`config.mk`:
```
export PLATFORM = sky130hd
export DESIGN_NAME = fts_stack
export DESIGN_NICKNAME = d
export VERILOG_FILES = /design/src/rtl/fts_pkg.sv /design/src/rtl/fts_advance.sv /design/src/rtl/fts_cell.sv /design/src/rtl/fts_stack.sv
export SDC_FILE = /design/constraint.sdc
export NUM_CORES = 1
export LEC_CHECK = 0
export CAP_MARGIN = 20
export CORE_MARGIN = 10
export CORE_UTILIZATION = 40
export CTS_BUF_LIST = sky130_fd_sc_hd__clkbuf_4 sky130_fd_sc_hd__clkbuf_8 sky130_fd_sc_hd__clkbuf_16
export DETAILED_ROUTE_END_ITERATION = 12
export DONT_BUFFER_PORTS = 1
export GPL_TIMING_DRIVEN = 0
export PLACE_DENSITY = 0.63
export SYNTH_ARGS = -nofsm -noshare
export SYNTH_HDL_FRONTEND = slang
export SYNTH_SLANG_ARGS = --single-unit
```
`constraint.sdc`:
```
create_clock -name clk -period 3.31 [get_ports clk]
set_clock_uncertainty 0.05 [all_clocks]
set_input_delay 0.1655 -clock clk [delete_from_list [all_inputs] [get_ports clk]]
set_output_delay 0.1655 -clock clk [all_outputs]
set_load 0.005 [all_outputs]
```
`src/rtl/fts_pkg.sv`:
```
package fts_pkg;
  // per-location movement decision for one clock cycle
  typedef struct packed {
    logic take;   // location loads the word from above (or the write port)
    logic leave;  // location's current word moves on this cycle
  } move_t;
endpackage

```
`src/rtl/fts_advance.sv`:
```
module fts_advance #(
  parameter int DEPTH = 62
) (
  input  logic               rst,
  input  logic               wr_en,
  input  logic               rd_ack,
  input  logic [DEPTH-1:0]   occ,
  output fts_pkg::move_t     mv [DEPTH]
);
  localparam int LAST = DEPTH - 1;

  // The leave decision ripples upward from the bottom: a word may move when
  // the location below is empty or is itself emptying in the same cycle.
  for (genvar i = 0; i < DEPTH; i++) begin : g_loc
    logic lv;
    logic tk;
    if (i == LAST) begin : g_bot
      assign lv = occ[i] & rd_ack & ~rst;
    end else begin : g_mid
      assign lv = occ[i] & ~rst & (~occ[i+1] | g_loc[i+1].lv);
    end
    if (i == 0) begin : g_top
      // write port takes only a truly empty top location
      assign tk = wr_en & ~occ[0] & ~rst;
    end else begin : g_body
      assign tk = occ[i-1] & ~rst & (~occ[i] | lv);
    end
    assign mv[i] = '{take: tk, leave: lv};
  end
endmodule

```
`src/rtl/fts_cell.sv`:
```
module fts_cell #(
  parameter int WIDTH = 4
) (
  input  logic             clk,
  input  logic             rst,
  input  fts_pkg::move_t   mv,
  input  logic [WIDTH-1:0] din,
  output logic             occ,
  output logic [WIDTH-1:0] dout
);
  // occupancy is the only reset state
  always_ff @(posedge clk) begin
    if (rst) begin
      occ <= 1'b0;
    end else begin
      occ <= mv.take | (occ & ~mv.leave);
    end
  end

  // data bits carry no reset and load only on a take
  always_ff @(posedge clk) begin
    if (mv.take) begin
      dout <= din;
    end
  end
endmodule

```
`src/rtl/fts_stack.sv`:
```
module fts_stack #(
  parameter int DEPTH = 62,
  parameter int WIDTH = 4
) (
  input  logic             clk,
  input  logic             rst,
  input  logic             wr_en,
  input  logic [WIDTH-1:0] wr_data,
  output logic             top_empty,
  output logic             bot_valid,
  output logic [WIDTH-1:0] bot_data,
  input  logic             rd_ack
);
  localparam int LAST = DEPTH - 1;

  if (DEPTH < 2) begin : g_bad_depth
    $error("fts_stack: DEPTH must be at least 2");
  end

  logic [DEPTH-1:0] occ;
  logic [WIDTH-1:0] word_q [DEPTH];
  fts_pkg::move_t   mv [DEPTH];

  fts_advance #(.DEPTH(DEPTH)) u_adv (
    .rst    (rst),
    .wr_en  (wr_en),
    .rd_ack (rd_ack),
    .occ    (occ),
    .mv     (mv)
  );

  for (genvar i = 0; i < DEPTH; i++) begin : g_chain
    logic [WIDTH-1:0] src;
    if (i == 0) begin : g_src_top
      assign src = wr_data;
    end else begin : g_src_above
      assign src = word_q[i-1];
    end
    fts_cell #(.WIDTH(WIDTH)) u_cell (
      .clk  (clk),
      .rst  (rst),
      .mv   (mv[i]),
      .din  (src),
      .occ  (occ[i]),
      .dout (word_q[i])
    );
  end

  assign top_empty = ~occ[0];
  assign bot_valid = occ[LAST];
  assign bot_data  = word_q[LAST];
endmodule

```
==> results.py <==
metrics = {
    "routing": {
        "drt_iter0_drc": 415,
        "drc": 0,
        "via_per_inst": 5.12,
        "antenna_left": 0,
        "first_pass_iters": 5,
        "dr_total_vias": 5298,
        "routed_wl_mm": 17.2,
        "avgRoutedWirePerCell_um": 16.6,
    },
    "floorplan": {
        "floorplan.io_pins": 14,
        "core_area_um2": 26000,
        "core.rowCount": 59,
        "die_h_um": 182,
        "initial_utilization_pct": 40.5,
        "die_w_um": 182,
        "dieArea_um2": 33200,
    },
    "setup_path": {
        "worst_ep_required_time_ns": 3.55,
        "start_kind": "register",
        "critPathCaptureType": "register",
        "r2r_setup_slack_ns": 0.57,
        "rr_startpoint": "g_chain[32].u_cell.occ",
        "worstRegToRegCells": 6,
        "path_class": "register to register",
        "crit_path_max_fanout": 8,
        "r2r-end": "g_chain[6].u_cell.dout[0]",
        "setup.worst_path.end": "g_chain[6].u_cell.dout[0]",
        "crit_start": "g_chain[32].u_cell.occ",
        "arrival_ns": 2.98,
    },
    "outcome": {
        "status": "finished, final reports clean",
    },
    "timing": {
        "hold_viol": 0,
        "tightestPinTransition_ns": 0.743,
        "setup_viol": 0,
        "rsz0062_at_grt": "false",
        "drv_slew": 0,
        "fmax_ghz": 0.366,
        "fin_crit_ns": 2.74,
        "slew_headroom_pct": 50.0,
        "timing.final.crit_share_pct": 82.7,
        "fin_setup_tns_ns": 0,
        "whs_ns": 0.0509,
    },
    "power": {
        "p_switching_mw": 1.42,
        "p_seq_share_pct": 52.5,
        "clock_power_share_pct": 46.8,
        "pwr-share-comb_pct": 0.7,
        "sw_frac_of_total_pct": 17.9,
        "pwr_density_cell_nw_per_um2": 653,
        "internal-power_mw": 6.51,
        "peakVddDrop_v": 0.000471,
        "leakage_nw": 3.83,
    },
    "yosys": {
        "ys_seq_area_share_pct": 82.6,
        "syn_area_um2": 10500,
        "syn_inst": 636,
        "post_synth_num_cell_types": 36,
        "synth-seq-cells": 310,
        "synth_nets": 644,
        "synth-warning-count": 0,
        "avgSynthCellArea_um2": 16.5,
    },
    "global_route": {
        "grt_max_degree": 16,
        "globalRouteOverflowTotal": 0,
        "antenna_found_initial": 0,
        "grt_pass1_wl_mm": 28.1,
        "grtUsageTotal_pct": 10.2,
        "grt_pass1_vias": 5366,
    },
    "cts": {
        "clock_latency_ns": 0.55,
        "cts.clk_slew.worst_paths_ns": 0.06,
        "cts_sinks": 310,
        "clk_path_buf_depth": 3,
        "cts_buffers": 30,
        "ctsResizeCount": 0,
        "root_buffer": "clkbuf_16",
        "cts_tree": "built",
        "h-tree-depth": 1,
        "ctsHoldBuffers": 7,
        "cts_setup_buffers": 0,
    },
    "finish": {
        "nets": 684,
        "antennaDiodeCount": 0,
        "area_delta_synth_final_pct": 15.4,
        "layout_common_cells": "edfxtp_1, dfxtp_1, nand2b_1, nor2_1, a21oi_1",
        "post-route-util_pct": 46.7,
        "final_common_cell": "edfxtp_1",
        "fillCellCount": 2183,
        "drive_gt1_share_pct": 10.9,
    },
    "placement": {
        "place.gp.congestion": 0.780,
        "dp_hpwl_mm": 11.3,
        "io_buffer_count": 0,
    },
    "worst_hold_path": {
        "hold_path.class": "input pin to register",
    },
    "flow_run": {
        "max_cap_violations": 0,
    },
}
## metal layers
metal	share of wire (%)	track usage, %	routed length, um
met1	45	13.3	7820
met5	0	0	0
met2	47	16.4	8150
met4	2.4	3.68	415
met3	4.9	2.47	847
## cell usage after synthesis (all sizes together)
cell type    n  area [um^2]
o21ai        9         45.0
or3          2         13.8
and4         6         52.6
nor3b       15          113
nand4       12         75.1
nor4         6         37.5
a311oi       1         8.76
nand3       13         65.1
a21oi       39          195
or4          2         22.5
nand2       27          101
o21ba        1         10.0
o31ai       20          160
inv         16         60.1
and2         1         6.26
or2          3         18.8
o21bai       1         7.51
nand3b       2         27.5
and3         8         50.1
a211oi       4         30.0
nand2b      46          288
buf          9         63.8
clkbuf      11         41.3
a31oi       13         81.3
nor2b        2         12.5
dfxtp       62         1240
edfxtp     248         7450
o41ai        2         17.5
nor3         8         40.0
nor2        46          173
a41oi        1         8.76
## kinds of logic after synthesis
| group | Yosys count | synth area share [%] |
|---|---|---|
| AND/OR/NAND/NOR | 199 | 10.4 |
| flip-flops | 310 | 82.6 |
| buffers and inverters | 36 | 1.57 |
| AO/OA/AOI/OAI | 91 | 5.37 |
## critical path, stage by stage (launching register included)
cell and delay, ns:
dfxtp_1 0.42, nand3_1 0.26, nor3_1 0.66, nand3b_4 0.18, or4_4 0.51, buf_6 0.15, o21ba_2 0.24
## state kept, by name (all words and copies together) (netlist names)
signal               count
g_chain.u_cell.occ      62
g_chain.u_cell.dout    248
## power by group through the flow
stage | Sequential [mW] | Clock [mW] | Combinational, mW
4_1_cts | 4.16 | 3.80 | 0.0570
2_1_floorplan | 4.24 | 0 | 0.0305
5_1_grt | 4.16 | 3.97 | 0.0613
3_5_place_dp | 4.24 | 0 | 0.0498
3_3_place_gp | 4.24 | 0 | 0.0484
6_report | 4.16 | 3.71 | 0.0564
## final cells by class
| cell class | instances | area [um^2] | area share [%] |
|---|---|---|---|
| inverter | 16 | 60.1 | 0.495 |
| tap | 335 | 419 | 3.46 |
| buffer | 20 | 105 | 0.867 |
| sequential | 310 | 8690 | 71.6 |
| timing repair buffer | 8 | 75.1 | 0.619 |
| clock buffer | 42 | 885 | 7.29 |
| multi-input combinational | 290 | 1660 | 13.7 |
| clock inverter | 14 | 236 | 1.95 |
## worst min-delay path by stage
stage,startpoint,end,slack (ns),depth (start not counted)
5_1_grt,rst,g_chain[58].u_cell.occ,0.10,4
3_3_place_gp,wr_data[2],g_chain[0].u_cell.dout[2],0.21,0
4_1_cts,rst,g_chain[58].u_cell.occ,0.03,4
6_report,rst,g_chain[58].u_cell.occ,0.05,4
3_5_place_dp,wr_data[2],g_chain[0].u_cell.dout[2],0.21,0
2_1_floorplan,wr_data[0],g_chain[0].u_cell.dout[0],0.21,0
## stage by stage
stage / setup slack, ns / power [mW] / instance area, um^2 / instances
floorplan: 0.927 / 4.27 / 10500 / 636
finish: 0.574 / 7.93 / 12100 / 1035
global placement: 0.495 / 4.29 / 10900 / 971
detailed placement: 0.465 / 4.29 / 10900 / 971
CTS: 0.468 / 8.02 / 12100 / 1034
global route: 0.305 / 8.19 / 12100 / 1035
Power figures use the tool's default switching activity.
